===== src/rtl/nvm_wg_pkg.sv =====
package nvm_wg_pkg;

  localparam int ADDR_W = 3;
  localparam int DATA_W = 8;

  localparam logic [ADDR_W-1:0] ADR_CTRL     = 3'd0;
  localparam logic [ADDR_W-1:0] ADR_KEY      = 3'd1;
  localparam logic [ADDR_W-1:0] ADR_PTR_BASE = 3'd2;

  localparam logic [DATA_W-1:0] KEY_FIRST  = 8'h55;
  localparam logic [DATA_W-1:0] KEY_SECOND = 8'hAA;

  // control register bit positions
  localparam int B_MSEL   = 7;
  localparam int B_CFG    = 6;
  localparam int B_ERASE  = 4;
  localparam int B_WERR   = 3;
  localparam int B_WEN    = 2;
  localparam int B_WSTART = 1;
  localparam int B_RSTART = 0;

  typedef enum logic [1:0] {
    SEQ_IDLE  = 2'd0,
    SEQ_FIRST = 2'd1,
    SEQ_ARMED = 2'd2
  } seq_e;

endpackage


===== src/rtl/nvm_wg_unlock.sv =====
module nvm_wg_unlock
  import nvm_wg_pkg::*;
(
  input  logic              clk,
  input  logic              por_n,
  input  logic              warm_rst,
  input  logic              wr_fire,
  input  logic [ADDR_W-1:0] addr,
  input  logic [DATA_W-1:0] wdata,
  output logic              armed
);

  seq_e st_q, st_d;

  always_comb begin
    st_d = st_q;
    if (wr_fire) begin
      // any write that is not the expected next step returns to idle
      st_d = SEQ_IDLE;
      if (addr == ADR_KEY) begin
        if (wdata == KEY_FIRST) begin
          st_d = SEQ_FIRST;
        end else if (wdata == KEY_SECOND && st_q == SEQ_FIRST) begin
          st_d = SEQ_ARMED;
        end
      end
    end
  end

  always_ff @(posedge clk or negedge por_n) begin
    if (!por_n) begin
      st_q <= SEQ_IDLE;
    end else if (warm_rst) begin
      st_q <= SEQ_IDLE;
    end else begin
      st_q <= st_d;
    end
  end

  assign armed = (st_q == SEQ_ARMED);

endmodule


===== src/rtl/nvm_wg_prog_timer.sv =====
module nvm_wg_prog_timer #(
  parameter int CYCLES = 16
) (
  input  logic clk,
  input  logic por_n,
  input  logic warm_rst,
  input  logic start,
  output logic busy,
  output logic done
);

  localparam int CW = (CYCLES > 1) ? $clog2(CYCLES) : 1;
  localparam logic [CW-1:0] LOAD = CW'(CYCLES - 1);

  logic [CW-1:0] cnt_q;

  always_ff @(posedge clk or negedge por_n) begin
    if (!por_n) begin
      busy  <= 1'b0;
      done  <= 1'b0;
      cnt_q <= '0;
    end else if (warm_rst) begin
      busy  <= 1'b0;
      done  <= 1'b0;
      cnt_q <= '0;
    end else begin
      done <= 1'b0;
      if (busy) begin
        if (cnt_q == '0) begin
          busy <= 1'b0;
          done <= 1'b1;
        end else begin
          cnt_q <= cnt_q - 1'b1;
        end
      end else if (start) begin
        busy  <= 1'b1;
        cnt_q <= LOAD;
      end
    end
  end

endmodule


===== src/rtl/nvm_wg_tblptr.sv =====
module nvm_wg_tblptr
  import nvm_wg_pkg::*;
#(
  parameter int PTR_W = 22,
  parameter int NB    = (PTR_W + 7) / 8
) (
  input  logic              clk,
  input  logic              por_n,
  input  logic              warm_rst,
  input  logic              wr_fire,
  input  logic [ADDR_W-1:0] addr,
  input  logic [DATA_W-1:0] wdata,
  output logic [PTR_W-1:0]  ptr_o,
  output logic [NB*8-1:0]   rd_bytes_o
);

  for (genvar g = 0; g < NB; g++) begin : g_byte
    localparam int LO = g * 8;
    localparam int BW = (PTR_W - LO >= 8) ? 8 : (PTR_W - LO);
    localparam logic [ADDR_W-1:0] MY_ADR = ADDR_W'(int'(ADR_PTR_BASE) + g);

    logic [BW-1:0] q;

    always_ff @(posedge clk or negedge por_n) begin
      if (!por_n) begin
        q <= '0;
      end else if (warm_rst) begin
        q <= '0;
      end else if (wr_fire && addr == MY_ADR) begin
        q <= wdata[BW-1:0];
      end
    end

    assign ptr_o[LO +: BW]       = q;
    assign rd_bytes_o[g*8 +: 8]  = 8'(q);
  end

endmodule


===== src/rtl/nvm_write_guard.sv =====
module nvm_write_guard
  import nvm_wg_pkg::*;
#(
  parameter int PROG_CYCLES = 16,
  parameter int PTR_W       = 22
) (
  input  logic              clk,
  input  logic              por_n,
  input  logic              mclr_req,
  input  logic              wdt_req,
  input  logic              bus_wr,
  input  logic              bus_rd,
  input  logic [ADDR_W-1:0] bus_addr,
  input  logic [DATA_W-1:0] bus_wdata,
  output logic [DATA_W-1:0] bus_rdata,
  output logic              cpu_stall,
  output logic              prog_done,
  output logic              read_req,
  output logic [PTR_W-1:0]  tbl_ptr
);

  localparam int PTR_BYTES = (PTR_W + 7) / 8;

  logic warm_rst;
  logic wr_fire;
  logic ctrl_wr;
  logic armed;
  logic busy;
  logic start;
  logic [PTR_BYTES*8-1:0] ptr_bytes;

  logic msel_q, cfg_q, erase_q, werr_q, wen_q, rreq_q;
  logic [DATA_W-1:0] ctrl_view;
  logic [DATA_W-1:0] rd_mux;
  logic [DATA_W-1:0] rdata_q;

  assign warm_rst = mclr_req | wdt_req;
  // writes are dropped while the CPU is stalled or held in warm reset
  assign wr_fire  = bus_wr & ~busy & ~warm_rst;
  assign ctrl_wr  = wr_fire && (bus_addr == ADR_CTRL);
  assign start    = ctrl_wr & bus_wdata[B_WSTART] & armed & wen_q;

  nvm_wg_unlock u_unlock (
    .clk      (clk),
    .por_n    (por_n),
    .warm_rst (warm_rst),
    .wr_fire  (wr_fire),
    .addr     (bus_addr),
    .wdata    (bus_wdata),
    .armed    (armed)
  );

  nvm_wg_prog_timer #(.CYCLES(PROG_CYCLES)) u_timer (
    .clk      (clk),
    .por_n    (por_n),
    .warm_rst (warm_rst),
    .start    (start),
    .busy     (busy),
    .done     (prog_done)
  );

  nvm_wg_tblptr #(.PTR_W(PTR_W), .NB(PTR_BYTES)) u_ptr (
    .clk        (clk),
    .por_n      (por_n),
    .warm_rst   (warm_rst),
    .wr_fire    (wr_fire),
    .addr       (bus_addr),
    .wdata      (bus_wdata),
    .ptr_o      (tbl_ptr),
    .rd_bytes_o (ptr_bytes)
  );

  // control bits cleared by every reset
  always_ff @(posedge clk or negedge por_n) begin
    if (!por_n) begin
      msel_q  <= 1'b0;
      cfg_q   <= 1'b0;
      erase_q <= 1'b0;
      wen_q   <= 1'b0;
      rreq_q  <= 1'b0;
    end else if (warm_rst) begin
      msel_q  <= 1'b0;
      cfg_q   <= 1'b0;
      erase_q <= 1'b0;
      wen_q   <= 1'b0;
      rreq_q  <= 1'b0;
    end else begin
      rreq_q <= ctrl_wr & bus_wdata[B_RSTART];
      if (ctrl_wr) begin
        msel_q  <= bus_wdata[B_MSEL];
        cfg_q   <= bus_wdata[B_CFG];
        erase_q <= bus_wdata[B_ERASE];
        wen_q   <= bus_wdata[B_WEN];
      end
    end
  end

  // error flag: only power-on clears it by reset
  always_ff @(posedge clk or negedge por_n) begin
    if (!por_n) begin
      werr_q <= 1'b0;
    end else if (warm_rst) begin
      if (busy) begin
        werr_q <= 1'b1;
      end
    end else if (ctrl_wr && !bus_wdata[B_WERR]) begin
      werr_q <= 1'b0;
    end
  end

  assign ctrl_view = {msel_q, cfg_q, 1'b0, erase_q, werr_q, wen_q, busy, 1'b0};

  always_comb begin
    rd_mux = '0;
    if (bus_addr == ADR_CTRL) begin
      rd_mux = ctrl_view;
    end
    for (int i = 0; i < PTR_BYTES; i++) begin
      if (bus_addr == ADDR_W'(int'(ADR_PTR_BASE) + i)) begin
        rd_mux = ptr_bytes[i*8 +: 8];
      end
    end
  end

  always_ff @(posedge clk or negedge por_n) begin
    if (!por_n) begin
      rdata_q <= '0;
    end else if (bus_rd) begin
      rdata_q <= rd_mux;
    end
  end

  assign bus_rdata = rdata_q;
  assign cpu_stall = busy;
  assign read_req  = rreq_q;

endmodule


===== config.mk =====
export PLATFORM = sky130hd
export DESIGN_NAME = nvm_write_guard
export DESIGN_NICKNAME = d
export VERILOG_FILES = /design/src/rtl/nvm_wg_pkg.sv /design/src/rtl/nvm_wg_unlock.sv /design/src/rtl/nvm_wg_prog_timer.sv /design/src/rtl/nvm_wg_tblptr.sv /design/src/rtl/nvm_write_guard.sv
export SDC_FILE = /design/constraint.sdc
export NUM_CORES = 1
export LEC_CHECK = 0
export BUFFER_PORTS_ARGS = -buffer_cell sky130_fd_sc_hd__buf_2
export CAP_MARGIN = 5
export CORE_MARGIN = 1
export CORE_UTILIZATION = 56
export DETAILED_ROUTE_END_ITERATION = 7
export PLACE_DENSITY = 0.9
export SETUP_SLACK_MARGIN = 0.5
export SYNTH_ARGS = -nofsm -noshare
export SYNTH_HDL_FRONTEND = slang
export SYNTH_SLANG_ARGS = --single-unit
export TNS_END_PERCENT = 50

===== constraint.sdc =====
create_clock -name clk -period 4.55 [get_ports clk]
set_clock_uncertainty 0.15 [all_clocks]
set_input_delay 0.2275 -clock clk [delete_from_list [all_inputs] [get_ports clk]]
set_output_delay 0.2275 -clock clk [all_outputs]
set_load 0.03 [all_outputs]

==> out/qor.yml, run 1 <==
dp_slack_ns: 2.054
max_cap_violations: 0
hold_class: "in2reg"
r2r_start: "u_timer.busy"
overflow: 0
placedInstanceArea_sq_um: 2451
coreArea_sq_um: 3744
post_cts_buffers: 0
fin_area_sq_um: 2557
netlist_top_cells_count: "dfrtp_1 (44), a21oi_1 (36), nand3_1 (29)"
drive_above_1_share_pct: 23.02
setup_ws_ns: 2.050
via_count: 2128
drtIter0Drc: 271
numCtsBuffers: 5
clk-insertion-delay-late_ns: 0.30
die_width_um: 65.01
power.density_nw_per_um2: 293.4
grt_max_degree: 45
drtAntennaViolNets: 0
synth.area.top_cells: "dfrtp_1 (50%), a21oi_1 (8.1%), nand3_1 (6.5%)"
synth.distinct_cells: 41
place_congestion: 0.8800
synth_area_leader_cell: "dfrtp_1"
cts_resized: 0
ys.flop_type: "dfrtp_1"
rows: 22
grt_pass1_wl_mm: 9.591
avgRoutedWirePerCell_um: 18.10
max_freq_ghz: 0.3999
hold_path.startpoint: "bus_wdata[6]"
ys_ff_latch: 44
ys_seq_area_share_pct: 49.52
cellLeakagePower_nw: 1.158
hold_viol_final: 0
r2r-end: "u_timer.cnt_q[3]"
start_kind: "register"
final_util_pct: 68.32
start_util_pct: 59.39
outcome: "finished, final reports clean"
antenna_found_initial: 0
syn-cell-area_sq_um: 2223
min_period_ns: 2.500
clk_path_buf_depth: 2
crit_type: "reg2reg"
drc: 0
min_to: "u_ptr.g_byte[0].q[6]"
wl_mm: 5.900
cts_tree: "yes"
post-route-period-util_pct: 54.95
synth-edff-count: 0
ys_warn_count: 0
die_h_um: 65.01
synth-async-reset-ratio_pct: 100.0
cp_max_fo: 17
die-area_sq_um: 4226
track_usage_pct: 30.28
cp.required_ns: 4.59
critPathArrivalTime_ns: 2.54
maxSlewHeadroom_pct: 30.23
grt_pass1_vias: 1995
r2r_cells: 3
vdd_drop_max_mv: 0.1662
cts-root-buf: "clkbuf_8"
hold_depth: 3
hold_slack_ns: 0.06562
synthCells: 236
setup_viol: 0
rsz0062_at_grt: "no"
drv_slew: 0
fillers: 303
area_delta_synth_final_pct: 15.03
ff2ff_setup_slack_ns: 2.05
synth_top_cell_area_share_pct: 49.52
port_buffers: 49
htreeDepth: 2
io_pins: 50
setup_tns_ns: 0
antennaDiodeCount: 0
dp_hpwl_mm: 4.044
vias_per_cell: 6.528
syn_nets: 255
tightest_slew_ns: 1.044
yosysMostFrequentCell: "dfrtp_1"
nets: 297
first_pass_iters: 5
clkTransAtPathRegs_ns: 0.08
endpoint_kind: "register"
clock_sinks: 44
synth_area_per_cell_sq_um: 9.421
==> cells in the final DEF, fill, tap and decap left out, types with 4 or more instances in the layout <==
master / count
inv_1: 5
a21oi_1: 36
nand3_1: 29
nor2_1: 12
o21ai_0: 12
nand2b_1: 4
nor2b_1: 8
a22oi_1: 4
buf_2: 49
a31oi_1: 6
clkbuf_8: 7
dfrtp_1: 44
o31ai_1: 4
o21ai_1: 19
mux2_1: 4
==> per-layer routing <==
| layer | track usage (%) | wire, um | vias to the layer above |
|---|---|---|---|
| met2 | 48.96 | 2849 | 141 |
| met4 | 14.40 | 193 | 0 |
| met1 | 37.92 | 2380 | 1015 |
| met3 | 7.394 | 477 | 26 |
| li1 | - | - | 946 |
| met5 | 0 | 0 | - |
==> stage by stage <==
| step | cells | power [mW] |
|---|---|---|
| 2_1_floorplan | 236 | 0.4569 |
| 3_3_place_gp | 318 | 0.4895 |
| 3_5_place_dp | 318 | 0.4924 |
| 4_1_cts | 326 | 0.7527 |
| 5_1_grt | 326 | 0.7762 |
| 6_report | 326 | 0.7503 |
==> cells by family (layout without fill, tap and decap cells) <==
family	Yosys count	after routing	synth area share [%]
compound gates	88	88	22.17
xor+xnor	2	2	0.7880
fa+ha+maj	2	2	1.125
buf+inv	23	65	5.177
flops	44	44	49.52
mux	4	4	2.026
simple gates	73	73	19.19
==> critical path, cell delays in order, from the launching register on <==
cell and delay [ns]:
dfrtp_1 0.55, nor4b_2 0.98, nand3_1 0.35, a221oi_1 0.36
==> timing repair <==
item / CTS / global route
setup endpoints to repair: 0 / 0
hold buffers: 1 / 0
endpoints found under the hold margin: 44 / 0
==> cell type report <==
| cell class | instances | area, sq um | share of cell area (%) |
|---|---|---|---|
| inverter | 6 | 22.52 | 0.8806 |
| multi-input combinational | 169 | 1007 | 39.38 |
| timing repair buffer | 52 | 270.3 | 10.57 |
| sequential | 44 | 1101 | 43.05 |
| clock buffer | 7 | 96.34 | 3.767 |
| tap | 48 | 60.06 | 2.348 |
==> power breakdown <==
group,internal (mW),switching (mW),leakage [nW]
clock network,0.135,0.128,0.0503
logic,0.0225,0.0649,0.499
registers,0.396,0.00344,0.609
total,0.554,0.196,1.16
==> sequential cells by signal, indices dropped and copies added, names as in the netlist <==
| name | cells |
|---|---|
| u_ptr.g_byte.q | 22 |
| read_req | 1 |
| u_timer.cnt_q | 4 |
| u_timer.done | 1 |
| msel_q | 1 |
| u_timer.busy | 1 |
| u_unlock.st_q | 2 |
| bus_rdata | 8 |
| erase_q | 1 |
| wen_q | 1 |
| cfg_q | 1 |
| werr_q | 1 |
==> worst max-delay path by stage <==
| stage | startpoint | to | slack, ns | cells past startpoint |
|---|---|---|---|---|
| 3_5_place_dp | u_timer.busy | u_timer.cnt_q[2] | 2.05 | 3 |
| 5_1_grt | u_timer.busy | u_timer.cnt_q[3] | 1.87 | 3 |
| 6_report | u_timer.busy | u_timer.cnt_q[3] | 2.05 | 3 |
| 4_1_cts | u_timer.busy | u_timer.cnt_q[3] | 2.05 | 3 |
| 3_3_place_gp | u_timer.busy | u_timer.cnt_q[2] | 2.19 | 3 |
| 2_1_floorplan | u_timer.busy | cfg_q | 2.78 | 4 |
Note: power is estimated with default switching activity, not from simulation.
==> run 2, diff against run 1 <==
--- a/config.mk
+++ b/config.mk
@@ -5,12 +5,13 @@
 export SDC_FILE = /design/constraint.sdc
 export NUM_CORES = 1
 export LEC_CHECK = 0
+export ABC_AREA = 1
 export BUFFER_PORTS_ARGS = -buffer_cell sky130_fd_sc_hd__buf_2
 export CAP_MARGIN = 5
 export CORE_MARGIN = 1
-export CORE_UTILIZATION = 56
+export CORE_UTILIZATION = 48
 export DETAILED_ROUTE_END_ITERATION = 7
-export PLACE_DENSITY = 0.9
+export PLACE_DENSITY = 0.83
 export SETUP_SLACK_MARGIN = 0.5
 export SYNTH_ARGS = -nofsm -noshare
 export SYNTH_HDL_FRONTEND = slang
==> constraint.sdc (replaced) <==
create_clock -name clk -period 2.3 [get_ports clk]
set_clock_uncertainty 0.15 [all_clocks]
set_input_delay 0.115 -clock clk [delete_from_list [all_inputs] [get_ports clk]]
set_output_delay 0.115 -clock clk [all_outputs]
set_load 0.03 [all_outputs]
==> out/qor.yml, run 2 <==
grt_max_degree: 29
syn-cell-area_sq_um: 2191
ys_warn_count: 0
synth-async-reset-ratio_pct: 100.0
via_count: 1988
rows: 24
switching_share_pct: 28.44
overflow: 0
final_util_pct: 59.79
pwr-share-comb_pct: 16.0
cp_cell_sequence: "inv_2 -> nand2_4 -> nor2_1 -> nand2_1 -> o21ai_0 -> o21ai_0"
dp_hpwl_mm: 3.805
hold_slack_ns: 0.01141
ys.flop_type: "dfrtp_1"
post-route-period-util_pct: 71.80
grt_pass1_vias: 1897
synth_top_cell_area_share_pct: 50.26
dp_slack_ns: 0.6472
coreArea_sq_um: 4384
endpoint_kind: "register"
setup_ws_ns: 0.6487
vias_per_cell: 5.164
drv_slew: 0
cellLeakagePower_nw: 1.386
placedInstanceArea_sq_um: 2471
drive_above_1_share_pct: 20.72
cp_slowest_cell: "dfrtp_1"
area_delta_synth_final_pct: 19.65
min_period_ns: 1.651
p_switching_uw: 445.9
final_common_cell: "nand2_1"
dp_cells: 371
track_usage_pct: 22.62
cp_max_fo: 8
antennaDiodeCount: 0
setup_tns_ns: 0
nets: 351
synth.area.top_cells: "dfrtp_1 (50%), nand2_1 (13%), inv_1 (7.5%)"
internal-power_mw: 1.122
max_cap_violations: 0
largest_reg_flops: 22
die_width_um: 69.56
htreeDepth: 2
crit_type: "reg2reg"
synth.distinct_cells: 27
maxSlewHeadroom_pct: 71.20
die-area_sq_um: 4839
hold_class: "in2reg"
clock_sinks: 44
die_h_um: 69.56
start_kind: "register"
post_cts_buffers: 0
top_register: "u_ptr.g_byte.q"
clk-insertion-delay-late_ns: 0.29
drc: 0
clkTransAtPathRegs_ns: 0.08
first_pass_iters: 5
ys_ff_latch: 44
crit_family: "simple AND/OR/NAND/NOR gates"
start_util_pct: 49.97
totalPowerFinal_mw: 1.568
rsz0062_at_grt: "yes"
seq_power_share_pct: 52.6
path_common_cell: "o21ai_0"
tightest_slew_ns: 0.4319
critPathBufInv: 1
grt_pass1_wl_mm: 8.728
wl_mm: 4.956
synth_area_per_cell_sq_um: 7.967
synth_area_leader_cell: "dfrtp_1"
cts_tree: "yes"
synth-edff-count: 0
synthCells: 275
critPathArrivalTime_ns: 1.67
place_congestion: 0.8984
p_clk_share_pct: 31.4
outcome: "finished, final reports clean"
yosysMostFrequentCell: "nand2_1"
fin_area_sq_um: 2621
power.density_nw_per_um2: 598.1
cpPeakStageDelay_ns: 0.47
io_pins: 50
antenna_found_initial: 0
cts-root-buf: "clkbuf_8"
netlist_top_cells_count: "nand2_1 (74), dfrtp_1 (44), inv_1 (44)"
final_cells: 385
max_freq_ghz: 0.6056
syn_nets: 294
cp.required_ns: 2.32
drtIter0Drc: 159
numCtsBuffers: 5
drtAntennaViolNets: 0
port_buffers: 49
vdd_drop_max_mv: 0.2441
hold_viol_final: 0
clk_path_buf_depth: 2
layout_common_cells: "nand2_1 (74), buf_2 (49), inv_1 (44), dfrtp_1 (44), o21ai_0 (28)"
ys_seq_area_share_pct: 50.26
setup_viol: 0
ff2ff_setup_slack_ns: 0.65
avgRoutedWirePerCell_um: 12.87
==> run 2: metal layers <==
metal / up-vias / track usage, % / routed length, um
met2: 71 / 35.28 / 2332
met5: - / 0 / 0
met1: 924 / 31.53 / 2284
met3: 6 / 4.797 / 282
met4: 0 / 7.483 / 57
li1: 987 / - / -
==> run 2: timing repair <==
item | CTS | global route
hold buffers | 6 | 0
gates resized for setup | 0 | 0
endpoints found under the setup margin | 0 | 3
endpoints found under the hold margin | 24 | 0
==> run 2: power by group through the flow <==
stage	Combinational, mW	Sequential [mW]	Clock (mW)
floorplan	0.0957	0.899	0
global placement	0.240	0.839	0
detailed placement	0.244	0.840	0
CTS	0.253	0.824	0.502
global route	0.278	0.828	0.534
finish	0.251	0.824	0.492
==> run 2: tightest hold or removal path: cells and delay by family <==
family                 cells  cell delay [ns]
buffers and inverters      2             0.19
AOI/OAI and AO/OA          1             0.10
==> run 2: cell families after synthesis <==
logic type	count (synthesis)	share of synthesized area [%]
xor gates and xnor gates	1	0.3998
adders and majority gates	2	1.142
AOI/OAI and AO/OA	51	14.22
buffers and inverters	53	9.880
and+or+nand+nor	124	24.10
DFF	44	50.26
==> run 2: final timing paths <==
path	start	to	depth (start not counted)
setup / recovery	u_timer.busy	werr_q	6
max in group asynchronous	por_n	u_timer.cnt_q[2]	3
min in group asynchronous	por_n	bus_rdata[0]	2
setup reg to reg	u_timer.busy	werr_q	6
hold / removal	bus_wdata[7]	msel_q	3
hold reg to reg	bus_rdata[7]	bus_rdata[7]	2
==> run 2: cell type report <==
cell class                      count  area, sq um
Fill cell                         411         1763
Sequential cell                    44         1101
Multi-Input combinational cell    178        873.3
Timing Repair Buffer               56        312.8
Inverter                           47        178.9
Clock buffer                        8        90.09
Tap cell                           52        65.06
==> run 3, diff against run 2 <==
--- a/config.mk
+++ b/config.mk
@@ -5,7 +5,7 @@
 export SDC_FILE = /design/constraint.sdc
 export NUM_CORES = 1
 export LEC_CHECK = 0
-export ABC_AREA = 1
+export ABC_AREA = 0
 export BUFFER_PORTS_ARGS = -buffer_cell sky130_fd_sc_hd__buf_2
 export CAP_MARGIN = 5
 export CORE_MARGIN = 1
==> constraint.sdc (replaced) <==
create_clock -name clk -period 1.5 [get_ports clk]
set_clock_uncertainty 0.15 [all_clocks]
set_input_delay 0.075 -clock clk [delete_from_list [all_inputs] [get_ports clk]]
set_output_delay 0.075 -clock clk [all_outputs]
set_load 0.03 [all_outputs]
==> out/qor.yml, run 3 (synthesis gave the netlist of run 1 again) <==
first_pass_iters: 7
hold_class: "in2reg"
drv_slew: 0
cts-root-buf: "clkbuf_8"
via_count: 2885
start_kind: "register"
dp_cells: 338
cpPeakStageDelay_ns: 0.48
grt_max_degree: 45
min_period_ns: 1.748
numCtsBuffers: 5
endpoint_kind: "register"
power.density_nw_per_um2: 696.3
track_usage_pct: 36.70
cp_cell_sequence: "nor4b_4 -> buf_4 -> nand3_1 -> a21oi_1"
wl_mm: 11.10
fin_area_sq_um: 3523
die_h_um: 70.06
max_freq_ghz: 0.5720
cp_max_fo: 6
fillers: 195
setup_tns_ns: -3.951
vdd_drop_max_mv: 0.6884
clkTransAtPathRegs_ns: 0.09
cellLeakagePower_nw: 1.442
dp_hpwl_mm: 4.043
avgRoutedWirePerCell_um: 30.00
drtIter0Drc: 602
layout_common_cells: "dfrtp_1 (43), buf_6 (40), a21oi_1 (23)"
coreArea_sq_um: 4414
largest_reg_flops: 22
cp_slowest_cell: "dfrtp_2"
top_register: "u_ptr.g_byte.q"
setup_ws_ns: -0.2482
crit_type: "reg2reg"
overflow: 0
cp.required_ns: 1.55
die_width_um: 70.06
hold_viol_final: 2
rsz0062_at_grt: "yes"
place_congestion: 0.8579
setup_viol: 36
tightest_slew_ns: 0.7981
crit_family: "simple AND/OR/NAND/NOR gates"
final_cells: 370
placedInstanceArea_sq_um: 2597
htreeDepth: 2
final_common_cell: "dfrtp_1"
cts_tree: "yes"
grt_pass1_vias: 2476
hold_slack_ns: -0.01021
clk-insertion-delay-late_ns: 0.30
rows: 24
antenna_found_initial: 0
drtAntennaViolNets: 0
outcome: "complete, but fails checks"
max_cap_violations: 0
grt_pass1_wl_mm: 13.56
drc: 0
clock_sinks: 44
post-route-period-util_pct: 116.5
maxSlewHeadroom_pct: 46.80
start_util_pct: 50.37
port_buffers: 49
critPathArrivalTime_ns: 1.80
antennaDiodeCount: 0
violations: "hold timing, setup timing"
critPathBufInv: 1
vias_per_cell: 7.797
io_pins: 50
area_delta_synth_final_pct: 58.47
die-area_sq_um: 4908
nets: 336
drive_above_1_share_pct: 49.69
clk_path_buf_depth: 2
-- run 3: worst paths after layout --
path	cells past startpoint	end	slack, ns	from
worst min-delay path	4	read_req	-0.01	mclr_req
worst min register to register	2	u_unlock.st_q[0]	0.42	u_unlock.st_q[0]
max in group asynchronous	3	u_ptr.g_byte[0].q[7]	0.82	por_n
worst max register to register	4	erase_q	-0.25	u_timer.busy
min in group asynchronous	3	bus_rdata[4]	0.15	por_n
worst max-delay path	4	erase_q	-0.25	u_timer.busy
-- run 3: per-layer routing --
layer,part of all wire [%],GRT usage [%],vias up
li1,-,-,1026
met1,33,45.64,1288
met2,42,56.20,427
met3,15,8.514,144
met4,9.9,26.00,0
met5,0,0,-
-- run 3: power breakdown --
group | switching [mW] | leakage [nW] | total [mW] | internal, mW
Combinational | 0.307 | 0.793 | 0.456 | 0.149
Sequential | 0.0211 | 0.607 | 1.22 | 1.20
Clock | 0.446 | 0.0422 | 0.774 | 0.329
-- run 3: worst reg2reg max path, delay by kind of cell, from the launching register on --
family                 cells  cell delay, ns
buffers and inverters      1            0.24
AOI/OAI and AO/OA          1            0.28
DFF                        1            0.48
and+or+nand+nor            2            0.50
-- run 3: layout make-up --
cell class                      count  area, sq um  area share, %
Timing Repair Buffer               90        843.3          23.93
Sequential cell                    44         1102          31.29
Clock inverter                      1        5.005         0.1420
Tap cell                           52        65.06          1.847
Multi-Input combinational cell    170         1409          39.99
Inverter                            6        22.52         0.6392
Clock buffer                        7        76.32          2.166
-- run 3: timing repair --
action	in CTS	in global routing
hold buffers	9	1
endpoints found under the setup margin	77	77
gates resized for setup	122	47
buffers inserted	8	4
pin swaps	33	20
endpoints found under the hold margin	75	4
cloned	2	0
-- run 3: stage by stage --
step	power, mW	utilization (%)	worst slack, ns	hold WS (ns)
floorplan	1.389	-	-0.1528	-0.3706
global placement	1.515	58.84	-0.06227	-0.07975
detailed placement	1.517	58.84	-0.1300	-0.07694
CTS	2.303	73.47	-0.07794	-0.07016
global route	2.499	79.82	-0.2946	-0.01270
finish	2.453	79.82	-0.2482	-0.01021
